## config.mk

```make
export PLATFORM = sky130hd
export DESIGN_NAME = tx_mode_arb
export DESIGN_NICKNAME = d
export VERILOG_FILES = /design/src/rtl/tx_mode_pkg.sv /design/src/rtl/tx_mode_prio.sv /design/src/rtl/tx_train_seq.sv /design/src/rtl/tx_drv_ctl.sv /design/src/rtl/tx_mode_arb.sv
export SDC_FILE = /design/constraint.sdc
export NUM_CORES = 1
export LEC_CHECK = 0
export CAP_MARGIN = 0
export CORE_ASPECT_RATIO = 0.6
export CORE_MARGIN = 2
export CORE_UTILIZATION = 40
export DETAILED_ROUTE_END_ITERATION = 6
export PLACE_DENSITY = 0.67
export REMOVE_ABC_BUFFERS = 1
export SLEW_MARGIN = 0
export SYNTH_ARGS = -nofsm -noshare
export SYNTH_HDL_FRONTEND = slang
export SYNTH_SLANG_ARGS = --single-unit
```

## constraint.sdc

```tcl
create_clock -name clk_i -period 3.5 [get_ports clk_i]
set_clock_uncertainty 0.2 [all_clocks]
set_input_delay 0.35 -clock clk_i [delete_from_list [all_inputs] [get_ports clk_i]]
set_output_delay 0.35 -clock clk_i [all_outputs]
set_load 0.02 [all_outputs]
```

## src/rtl/tx_mode_pkg.sv

```systemverilog
package tx_mode_pkg;
  typedef enum logic [1:0] {
    MODE_DATA    = 2'd0,
    MODE_IDLE    = 2'd1,
    MODE_TRN_CTL = 2'd2,
    MODE_TRN_DAT = 2'd3
  } mode_e;

  typedef enum logic [1:0] {
    PH_LEAD = 2'd0,
    PH_CTL  = 2'd1,
    PH_DAT  = 2'd2
  } phase_e;
endpackage

```

## src/rtl/tx_mode_prio.sv

```systemverilog
module tx_mode_prio (
  input  logic train_req_i,
  input  logic idle_req_i,
  input  logic in_frame_i,
  input  logic oof_override_i,
  output logic sel_train_o,
  output logic sel_idle_o
);
  logic framed;

  assign framed      = in_frame_i | oof_override_i;
  assign sel_train_o = train_req_i;
  // out of frame falls back to idle words
  assign sel_idle_o  = ~train_req_i & (idle_req_i | ~framed);
endmodule

```

## src/rtl/tx_train_seq.sv

```systemverilog
module tx_train_seq
  import tx_mode_pkg::*;
#(
  parameter int TRAIN_LEN = 10,
  parameter int REP_W     = 4
) (
  input  logic             clk_i,
  input  logic             rst_ni,
  input  logic             start_i,
  input  logic [REP_W-1:0] reps_i,
  output logic             busy_o,
  output logic             last_o,
  output mode_e            mode_o
);
  localparam int CNT_W = (TRAIN_LEN > 1) ? $clog2(TRAIN_LEN) : 1;
  localparam logic [CNT_W-1:0] CNT_LAST = CNT_W'(TRAIN_LEN - 1);

  logic             busy_q;
  phase_e           phase_q;
  logic [CNT_W-1:0] cnt_q;
  logic [REP_W-1:0] rep_q, reps_q, reps_eff;
  logic             word_last, group_last;

  assign reps_eff   = (reps_i == '0) ? REP_W'(1) : reps_i;
  assign word_last  = (cnt_q == CNT_LAST);
  assign group_last = (rep_q == reps_q);

  always_ff @(posedge clk_i or negedge rst_ni) begin
    if (!rst_ni) begin
      busy_q  <= 1'b0;
      phase_q <= PH_LEAD;
      cnt_q   <= '0;
      rep_q   <= '0;
      reps_q  <= '0;
    end else if (start_i) begin
      busy_q  <= 1'b1;
      phase_q <= PH_LEAD;
      cnt_q   <= '0;
      rep_q   <= REP_W'(1);
      reps_q  <= reps_eff;
    end else if (busy_q) begin
      unique case (phase_q)
        PH_LEAD: begin
          phase_q <= PH_CTL;
          cnt_q   <= '0;
        end
        PH_CTL: begin
          if (word_last) begin
            phase_q <= PH_DAT;
            cnt_q   <= '0;
          end else begin
            cnt_q <= cnt_q + 1'b1;
          end
        end
        PH_DAT: begin
          if (word_last) begin
            cnt_q <= '0;
            if (group_last) begin
              busy_q <= 1'b0;
            end else begin
              rep_q   <= rep_q + 1'b1;
              phase_q <= PH_LEAD;
            end
          end else begin
            cnt_q <= cnt_q + 1'b1;
          end
        end
        default: phase_q <= PH_LEAD;
      endcase
    end
  end

  assign busy_o = busy_q;
  assign last_o = busy_q & (phase_q == PH_DAT) & word_last & group_last;

  always_comb begin
    unique case (phase_q)
      PH_CTL:  mode_o = MODE_TRN_CTL;
      PH_DAT:  mode_o = MODE_TRN_DAT;
      default: mode_o = MODE_IDLE;
    endcase
  end
endmodule

```

## src/rtl/tx_drv_ctl.sv

```systemverilog
module tx_drv_ctl #(
  parameter bit OE_REG = 1'b1
) (
  input  logic clk_i,
  input  logic rst_ni,
  input  logic tristate_i,
  output logic drv_en_o
);
  if (OE_REG) begin : g_reg
    logic en_q;
    always_ff @(posedge clk_i or negedge rst_ni) begin
      if (!rst_ni) en_q <= 1'b1;
      else         en_q <= ~tristate_i;
    end
    assign drv_en_o = en_q;
  end else begin : g_comb
    assign drv_en_o = ~tristate_i;
  end
endmodule

```

## src/rtl/tx_mode_arb.sv

```systemverilog
module tx_mode_arb
  import tx_mode_pkg::*;
#(
  parameter int TRAIN_LEN = 10,
  parameter int REP_W     = 4
) (
  input  logic             clk_i,
  input  logic             rst_ni,
  input  logic             idle_req_i,
  input  logic             train_req_i,
  input  logic             in_frame_i,
  input  logic             oof_override_i,
  input  logic             burst_end_i,
  input  logic             tristate_i,
  input  logic [REP_W-1:0] train_reps_i,
  output logic [1:0]       mode_o,
  output logic             ctl_o,
  output logic             pop_o,
  output logic             drv_en_o
);
  mode_e base_q, seq_mode, cur_mode;
  logic  sel_train, sel_idle;
  logic  seq_busy, seq_last, at_switch, seq_start;

  tx_mode_prio u_prio (
    .train_req_i   (train_req_i),
    .idle_req_i    (idle_req_i),
    .in_frame_i    (in_frame_i),
    .oof_override_i(oof_override_i),
    .sel_train_o   (sel_train),
    .sel_idle_o    (sel_idle)
  );

  tx_train_seq #(
    .TRAIN_LEN(TRAIN_LEN),
    .REP_W    (REP_W)
  ) u_seq (
    .clk_i  (clk_i),
    .rst_ni (rst_ni),
    .start_i(seq_start),
    .reps_i (train_reps_i),
    .busy_o (seq_busy),
    .last_o (seq_last),
    .mode_o (seq_mode)
  );

  tx_drv_ctl #(.OE_REG(1'b1)) u_drv (
    .clk_i     (clk_i),
    .rst_ni    (rst_ni),
    .tristate_i(tristate_i),
    .drv_en_o  (drv_en_o)
  );

  // idle words are single-word switch points; payload waits for burst end
  always_comb begin
    if (seq_busy)                   at_switch = seq_last;
    else if (base_q == MODE_DATA)   at_switch = burst_end_i;
    else                            at_switch = 1'b1;
  end

  assign seq_start = at_switch & sel_train;

  always_ff @(posedge clk_i or negedge rst_ni) begin
    if (!rst_ni) begin
      base_q <= MODE_IDLE;
    end else if (at_switch) begin
      if (sel_train)     base_q <= MODE_IDLE;
      else if (sel_idle) base_q <= MODE_IDLE;
      else               base_q <= MODE_DATA;
    end
  end

  assign cur_mode = seq_busy ? seq_mode : base_q;
  assign mode_o   = cur_mode;
  assign ctl_o    = (cur_mode == MODE_IDLE) | (cur_mode == MODE_TRN_CTL);
  assign pop_o    = (cur_mode == MODE_DATA);
endmodule

```

==> results_dict.tcl, run 1 <==
set metrics [dict create \
    clk_latency_ns 0.26 \
    gr-total-overflow 0 \
    nNetsFinal 145 \
    max_freq_mhz 378 \
    drv_slew 0 \
    syn_area_sq_um 1050 \
    row_count 14 \
    slowest_delay_ns 0.62 \
    ios 17 \
    yosysUniqueCellTypes 38 \
    post_cts_resize_count 0 \
    final_layout_size_suffix_gt1_share_pct 11.3 \
    path_max_fanout 5 \
    p_leak_nw 0.516 \
    avgSynthCellArea_sq_um 9.81 \
    antenna_found_initial 0 \
    grt_pass1_wl_microns 3980 \
    worstPathRequired_ns 2.95 \
    seq_area_frac_synth_pct 40.8 \
    cts_buffers 3 \
    cts_hold_buf 0 \
    synth_top_cell_area_share_pct 35.8 \
    hold_path.class "reg2reg" \
    period_needed_ns 2.64 \
    synthArstFlopShare_pct 100 \
    core_sq_um 2500 \
    setup_tns_ns 0 \
    cp_slowest_cell "clkdlybuf4s50_1" \
    vias_per_cell 5.58 \
    cellPowerDensity_nw_per_um2 610 \
    clock_sinks 17 \
    crit_top_cell "inv_1" \
    die_w_microns 70.1 \
    worst-path-buf-inv 3 \
    arrival_ns 2.09 \
    multi_input_area_sq_um 564 \
    yosysMostFrequentCell "dfrtp_1" \
    synth_edf_count 0 \
    drt_pass1_iterations 4 \
    end_kind "output port" \
    die_area_sq_um 3060 \
    crit_type "reg2out" \
    routabilityCongestion 0.830 \
    status "finished clean" \
    netlist_instances 107 \
    synth_area_leaders "dfrtp_1 (36%), ha_1 (9.5%), dfstp_2 (5.0%), a21oi_1 (3.8%), inv_1 (3.6%)" \
    rsz0062_at_grt "no" \
    synth_common_cells "dfrtp_1 (15), inv_1 (10), a21oi_1 (8), ha_1 (8)" \
    fin_crit_sh_pct 75.5 \
    drt-total-wl_microns 2260 \
    cp_top_family "buffers and inverters" \
    crit_path_start_kind "register" \
    area_delta_synth_final_pct 21.5 \
    area.sequential_sq_um 428 \
    yosysTopAreaCell "dfrtp_1" \
    first_global_vias 861 \
    worst_ir_drop_vdd_v 0.000306 \
    grt_usage_pct 17.1 \
    final_hold_viol_count 0 \
    total_power_w 0.000778 \
    nFillCells 214 \
    ys.warnings.count 0 \
    crit_chain "inv_1 > ha_1 > inv_1 > nand2_1 > o21ai_0 > clkdlybuf4s50_1" \
    drc_errors 0 \
    die_y_microns 43.7 \
    cap_viol_max_count 0 \
    vias 871 \
    synth_ff_type "dfrtp_1" \
    ys_ff_latch 17 \
    wire_per_inst_microns 14.5 \
    dpl.hpwl_microns 1670 \
    clock_path_buffers 2 \
    relSlewSlack_pct 46.8 \
    fin_cells 156 \
    path_clk_slew_ns 0.07 \
    port_buffers 16 \
    diodes 0 \
    placed_cells 152 \
    post_cts_buffers 0 \
    grt_max_degree 18 \
    setup_viol_count_final 0 \
    start_util_pct 41.9 \
    cts-root-buf "clkbuf_8" \
    ant_nets 0 \
    drt_iter0_markers 13 \
    worstMarginPinSlew_ns 0.795 \
    ctsHtreeMaxLevel 1 \
    cts_tree "yes" \
]
==> per-stage QoR <==
step / setup slack [ns] / area, sq um / hold WS [ns] / util, %
3_5_place_dp: 1.13 / 1230 / 0.300 / 49.1
4_1_cts: 0.875 / 1270 / 0.309 / 50.9
3_3_place_gp: 1.18 / 1230 / 0.311 / 49.1
6_report: 0.856 / 1270 / 0.313 / 50.9
2_1_floorplan: 1.48 / 1030 / -0.146 / -
5_1_grt: 0.735 / 1270 / 0.357 / 50.9
==> power by group <==
part	switching, W	internal, W	leakage (nW)	total (W)
sequential	0.0000510	0.000240	0.202	0.000291
clock	0.0000688	0.0000809	0.0228	0.000150
combinational	0.000179	0.000158	0.291	0.000337
==> flip-flops by register name, indices dropped and copies added, names as in the netlist <==
signal and count:
u_seq.phase_q 2, u_seq.reps_q 4, u_drv.drv_en_o 1, u_seq.cnt_q 4
u_seq.rep_q 4, u_seq.busy_o 1, base_q 1
==> cells by family after synthesis <==
kind of cell,synth area share [%]
fa+ha+maj,9.54
buf+inv,5.48
flops,40.8
xor+xnor,3.34
compound gates,20.1
mux,5.12
simple gates,15.6
==> cell usage in the layout (no fill, tap or decap), types with 2 or more instances in the layout <==
cell / count
nand3_1: 3
dfrtp_1: 15
ha_1: 8
nor2_1: 6
clkbuf_8: 3
o31ai_1: 3
clkdlybuf4s50_1: 16
o21ai_0: 6
nand2_1: 6
a21oi_1: 8
or3_1: 2
o21a_1: 3
inv_1: 10
dfstp_2: 2
nor3_1: 2
xnor2_1: 4
or4_1: 2
mux2_2: 3
mux2i_1: 2
nand4_1: 2
==> layer usage <==
metal	wire [microns]	share of wire [%]	vias up	track usage (%)
met2	953	42	22	25.7
met5	0	0	-	0
met1	1130	50	418	22.5
met3	121	5.4	7	5.58
met4	51	2.3	0	8.46
li1	-	-	424	-
==> final timing paths <==
| kind | startpoint | endpoint | slack, ns | depth (start not counted) |
|---|---|---|---|---|
| worst max-delay path | u_seq.phase_q[0]$_DFFE_PN0P_ | ctl_o | 0.86 | 6 |
| worst min-delay path | u_seq.cnt_q[3]$_DFFE_PN0P_ | u_seq.cnt_q[3]$_DFFE_PN0P_ | 0.31 | 1 |
| worst max register to register | u_seq.phase_q[0]$_DFFE_PN0P_ | u_seq.reps_q[1]$_DFFE_PN0P_ | 1.22 | 6 |
| worst min register to register | u_seq.cnt_q[3]$_DFFE_PN0P_ | u_seq.cnt_q[3]$_DFFE_PN0P_ | 0.31 | 1 |
| max in group asynchronous | rst_ni | u_seq.reps_q[2]$_DFFE_PN0P_ | 2.25 | 1 |
| min in group asynchronous | rst_ni | u_seq.cnt_q[3]$_DFFE_PN0P_ | 0.36 | 1 |
==> final cells by class <==
class / instances / share of cell area [%]
Sequential cell: 17 / 33.6
Timing Repair Buffer: 16 / 12.6
Tap cell: 32 / 3.14
Multi-Input combinational cell: 77 / 44.3
Inverter: 10 / 2.94
Clock buffer: 4 / 3.53
Note: power is estimated with default switching activity, not from simulation.
==> inputs of run 2 (changes only) <==
==> constraint.sdc (replaced) <==
create_clock -name clk_i -period 2.8 [get_ports clk_i]
set_clock_uncertainty 0.2 [all_clocks]
set_input_delay 0.28 -clock clk_i [delete_from_list [all_inputs] [get_ports clk_i]]
set_output_delay 0.28 -clock clk_i [all_outputs]
set_load 0.02 [all_outputs]
==> run 2 against run 1 <==
Against the previous run: flip-flop and latch count stayed put; global-route usage shrank 1.3 points; highest routed layer unchanged; register-to-register slack lost 0.77 ns; hold slack got worse by 0.044 ns; combinational power up 24%; largest power group unchanged; via count increased by 0.23%; sequential share of layout area about the same; setup slack got worse by 0.61 ns; clock power up 20%.
==> results_dict.tcl, run 2 (synthesis results as in run 1) <==
set metrics [dict create \
    port_buffers 16 \
    drc_errors 0 \
    worstPathRequired_ns 2.32 \
    vias_per_cell 5.60 \
    core_sq_um 2500 \
    cp_top_family "buffers and inverters" \
    post_cts_resize_count 0 \
    post_cts_buffers 0 \
    ios 17 \
    gr-total-overflow 0 \
    diodes 0 \
    die_area_sq_um 3060 \
    regToRegStartpoint "u_seq.phase_q[0]$_DFFE_PN0P_" \
    path_clk_slew_ns 0.07 \
    status "finished clean" \
    first_global_vias 786 \
    drt-total-wl_microns 2160 \
    vias 873 \
    cp.depth 6 \
    antenna_found_initial 0 \
    dpl.hpwl_microns 1660 \
    clock_path_buffers 2 \
    worst_ir_drop_vdd_v 0.000290 \
    area.sequential_sq_um 428 \
    clock_sinks 17 \
    crit_start "u_seq.phase_q[0]$_DFFE_PN0P_" \
    period_needed_ns 2.56 \
    clk_latency_ns 0.25 \
    reg2reg_depth 6 \
    die_w_microns 70.1 \
    grt_max_degree 18 \
    crit_chain "inv_1 > ha_1 > inv_1 > nand2_1 > o21ai_0 > clkdlybuf4s50_1" \
    final_layout_size_suffix_gt1_share_pct 12.1 \
    worstSetupEndpoint "ctl_o" \
    crit_top_cell "inv_1" \
    final_common_cell "clkdlybuf4s50_1" \
    drt_iter0_markers 36 \
    design_area_sq_um 1280 \
    die_y_microns 43.7 \
    row_count 14 \
    routabilityCongestion 0.812 \
    worst-path-buf-inv 3 \
    cp_slowest_cell "clkdlybuf4s50_1" \
    place_area_sq_um 1230 \
    worstReg2RegEnd "u_seq.reps_q[1]$_DFFE_PN0P_" \
    crit_path_start_kind "register" \
    hold_path.class "in2async" \
    max_freq_mhz 391 \
    cap_viol_max_count 0 \
    fin_crit_sh_pct 91.3 \
    worstMarginPinSlew_ns 0.750 \
    ant_nets 0 \
    reg.largest.list "u_seq.cnt_q: 4 flops, u_seq.rep_q: 4 flops, u_seq.reps_q: 4 flops" \
    final_hold_viol_count 0 \
    crit_type "reg2out" \
    nFillCells 223 \
    arrival_ns 2.08 \
    rsz0062_at_grt "no" \
    area_delta_synth_final_pct 21.6 \
    nNetsFinal 145 \
    setup_viol_count_final 0 \
    cts_buffers 3 \
    cts-root-buf "clkbuf_8" \
    start_util_pct 41.9 \
    mostFrequentLayoutCells "clkdlybuf4s50_1 (16), dfrtp_1 (15), inv_1 (10)" \
    end_kind "output port" \
    grt_pass1_wl_microns 3690 \
    p_leak_nw 0.519 \
    slowest_delay_ns 0.62 \
    drt_pass1_iterations 4 \
    grt_usage_pct 15.8 \
    drv_slew 0 \
    cellPowerDensity_nw_per_um2 755 \
    ctsHtreeMaxLevel 1 \
    wire_per_inst_microns 13.9 \
    multi_input_area_sq_um 564 \
    cts_tree "yes" \
    path_max_fanout 5 \
    cts_hold_buf 0 \
    relSlewSlack_pct 49.8 \
    reg2reg_slack_ns 0.45 \
    setup_tns_ns 0 \
]
==> run 2: cell count changes in the layout (fill, tap and decap cells not counted) <==
cell / before / now
clkbuf_1: 1 / 0
clkinv_2: 0 / 1
==> run 2: worst min path at each step <==
stage / cells past startpoint / endpoint / start / slack, ns
floorplan: 0 / u_seq.busy_o$_DFF_PN0_ / rst_ni / -0.22
global placement: 1 / u_seq.cnt_q[3]$_DFFE_PN0P_ / u_seq.cnt_q[3]$_DFFE_PN0P_ / 0.31
detailed placement: 1 / u_seq.reps_q[3]$_DFFE_PN0P_ / u_seq.reps_q[3]$_DFFE_PN0P_ / 0.32
CTS: 1 / u_seq.cnt_q[2]$_DFFE_PN0P_ / rst_ni / 0.29
global route: 2 / u_drv.drv_en_o$_DFF_PN1_ / tristate_i / 0.31
finish: 1 / u_seq.cnt_q[0]$_DFFE_PN0P_ / rst_ni / 0.27
==> run 2: metal layers <==
| layer | routed length [microns] | GRT usage, % | vias up |
|---|---|---|---|
| met5 | 0 | 0 | - |
| met1 | 1110 | 21.5 | 422 |
| met2 | 918 | 24.4 | 22 |
| li1 | - | - | 427 |
| met4 | 17 | 3.85 | 0 |
| met3 | 118 | 5.58 | 2 |
==> run 2: area by class of cell <==
cell class / instances / area share [%]
timing repair buffer: 16 / 12.5
clock buffer: 3 / 3.24
tap: 32 / 3.14
sequential: 17 / 33.5
multi-input combinational: 77 / 44.2
inverter: 10 / 2.94
clock inverter: 1 / 0.392
==> run 2: through the flow <==
step	hold slack (ns)	std cells	utilization, %	worst slack (ns)	power, W
after global routing	0.308	156	50.9	0.128	0.00105
after floorplan	-0.216	104	-	0.780	0.000639
after detailed placement	0.321	152	49.1	0.485	0.000783
after global placement	0.312	152	49.1	0.590	0.000775
final	0.269	156	50.9	0.244	0.000964
after CTS	0.287	156	50.9	0.248	0.000970
==> run 2: power breakdown <==
part	internal (W)	total, W	switching, W
registers	0.000300	0.000366	0.0000665
logic	0.000198	0.000418	0.000220
clock network	0.0000987	0.000180	0.0000810
total	0.000596	0.000964	0.000368
==> inputs of run 3 (changes only) <==
==> constraint.sdc (replaced) <==
create_clock -name clk_i -period 2.8 [get_ports clk_i]
set_clock_uncertainty 0.2 [all_clocks]
set_input_delay 0.28 -clock clk_i [delete_from_list [all_inputs] [get_ports clk_i]]
set_output_delay 0.28 -clock clk_i [all_outputs]
set_load 0.005 [all_outputs]
==> run 3 against run 2 <==
Against the previous run: cell area hardly changed; hold slack worse by 0.0063 ns; setup slack improved by 0.13 ns; routed wire length up 5.6%; register-to-register slack better by 0.10 ns; fmax up 5.3%.
==> results_dict.tcl, run 3 (synthesis results as in run 1) <==
set metrics [dict create \
    wire_per_inst_microns 14.6 \
    status "finished clean" \
    cts_hold_buf 0 \
    vias 861 \
    nNetsFinal 145 \
    max_freq_mhz 412 \
    final_layout_size_suffix_gt1_share_pct 11.3 \
    worstMarginPinSlew_ns 0.737 \
    period_needed_ns 2.43 \
    row_count 14 \
    start_util_pct 41.9 \
    drv_slew 0 \
    setup_viol_count_final 0 \
    end_kind "output port" \
    rsz0062_at_grt "no" \
    worstPathRequired_ns 2.32 \
    grt_usage_pct 16.4 \
    die_y_microns 43.7 \
    clock_sinks 17 \
    dpl.hpwl_microns 1750 \
    ios 17 \
    post_cts_resize_count 0 \
    final_common_cell "clkdlybuf4s50_1" \
    drt_iter0_markers 49 \
    core_sq_um 2500 \
    reg2reg_depth 6 \
    cts-root-buf "clkbuf_8" \
    setup_tns_ns 0 \
    final_hold_viol_count 0 \
    p_leak_nw 0.516 \
    gr-total-overflow 0 \
    hold_path.class "in2async" \
    die_area_sq_um 3060 \
    routabilityCongestion 0.792 \
    path_max_fanout 5 \
    antenna_found_initial 0 \
    diodes 0 \
    cts_buffers 3 \
    die_w_microns 70.1 \
    placed_cells 152 \
    clk_latency_ns 0.25 \
    vias_per_cell 5.52 \
    arrival_ns 1.95 \
    drc_errors 0 \
    cts_tree "yes" \
    post_cts_buffers 0 \
    finish.utilization_pct 50.9 \
    first_global_vias 795 \
    cellPowerDensity_nw_per_um2 744 \
    crit_type "reg2out" \
    crit_path_start_kind "register" \
    cap_viol_max_count 0 \
    ctsHtreeMaxLevel 1 \
    whs_ns 0.263 \
    fin_crit_sh_pct 86.7 \
    area_delta_synth_final_pct 21.5 \
    reg.largest.list "u_seq.cnt_q: 4 flops, u_seq.rep_q: 4 flops, u_seq.reps_q: 4 flops" \
    grt_pass1_wl_microns 3840 \
    worst_ir_drop_vdd_v 0.000389 \
    relSlewSlack_pct 50.7 \
    drt-total-wl_microns 2280 \
    port_buffers 16 \
    mostFrequentLayoutCells "clkdlybuf4s50_1 (16), dfrtp_1 (15), inv_1 (10)" \
    drt_pass1_iterations 4 \
    path_clk_slew_ns 0.06 \
    grt_max_degree 18 \
    clock_path_buffers 2 \
    ant_nets 0 \
    fin_cells 156 \
]
-- run 3: cell count changes in the layout (fill, tap and decap cells not counted), sizes merged --
| cell | before | now |
|---|---|---|
| clkbuf | 3 | 4 |
| clkinv | 1 | 0 |
-- run 3: area by class of cell --
cell class | count | area (sq um)
Inverter | 10 | 37.5
Sequential cell | 17 | 428
Tap cell | 32 | 40.0
Timing Repair Buffer | 16 | 160
Fill cell | 239 | 1230
Clock buffer | 4 | 45.0
Multi-Input combinational cell | 77 | 564
-- run 3: critical path, stage by stage, from the launching register on --
cell	delay [ns]
dfrtp_1	0.40
inv_1	0.10
ha_1	0.25
inv_1	0.15
nand2_1	0.15
o21ai_0	0.13
clkdlybuf4s50_1	0.52
-- run 3: path summary, 6_finish.rpt --
path | from | end | slack (ns)
worst max-delay path | u_seq.phase_q[0]$_DFFE_PN0P_ | ctl_o | 0.37
worst min-delay path | rst_ni | u_seq.cnt_q[1]$_DFFE_PN0P_ | 0.26
worst max register to register | u_seq.phase_q[0]$_DFFE_PN0P_ | u_seq.reps_q[1]$_DFFE_PN0P_ | 0.55
worst min register to register | u_seq.cnt_q[3]$_DFFE_PN0P_ | u_seq.cnt_q[3]$_DFFE_PN0P_ | 0.33
max in group asynchronous | rst_ni | u_seq.rep_q[1]$_DFFE_PN0P_ | 1.67
min in group clk_i | tristate_i | u_drv.drv_en_o$_DFF_PN1_ | 0.30
-- run 3: through the flow --
step	setup slack, ns	cell area (sq um)	power (W)
detailed placement	0.542	1230	0.000763
floorplan	0.780	1030	0.000606
global placement	0.597	1230	0.000741
CTS	0.373	1270	0.000951
global route	0.233	1270	0.00103
finish	0.373	1270	0.000948
-- run 3: where the power goes --
part / internal (W) / switching, W
Clock: 0.000101 / 0.0000811
Sequential: 0.000300 / 0.0000681
Combinational: 0.000200 / 0.000198
Total: 0.000601 / 0.000347
-- run 3: metal layers --
| layer | wire length [microns] | vias to the layer above | track usage (%) |
|---|---|---|---|
| met5 | 0 | - | 0 |
| li1 | - | 424 | - |
| met1 | 1140 | 408 | 23.1 |
| met2 | 980 | 27 | 24.4 |
| met4 | 17 | 0 | 4.62 |
| met3 | 140 | 2 | 5.35 |
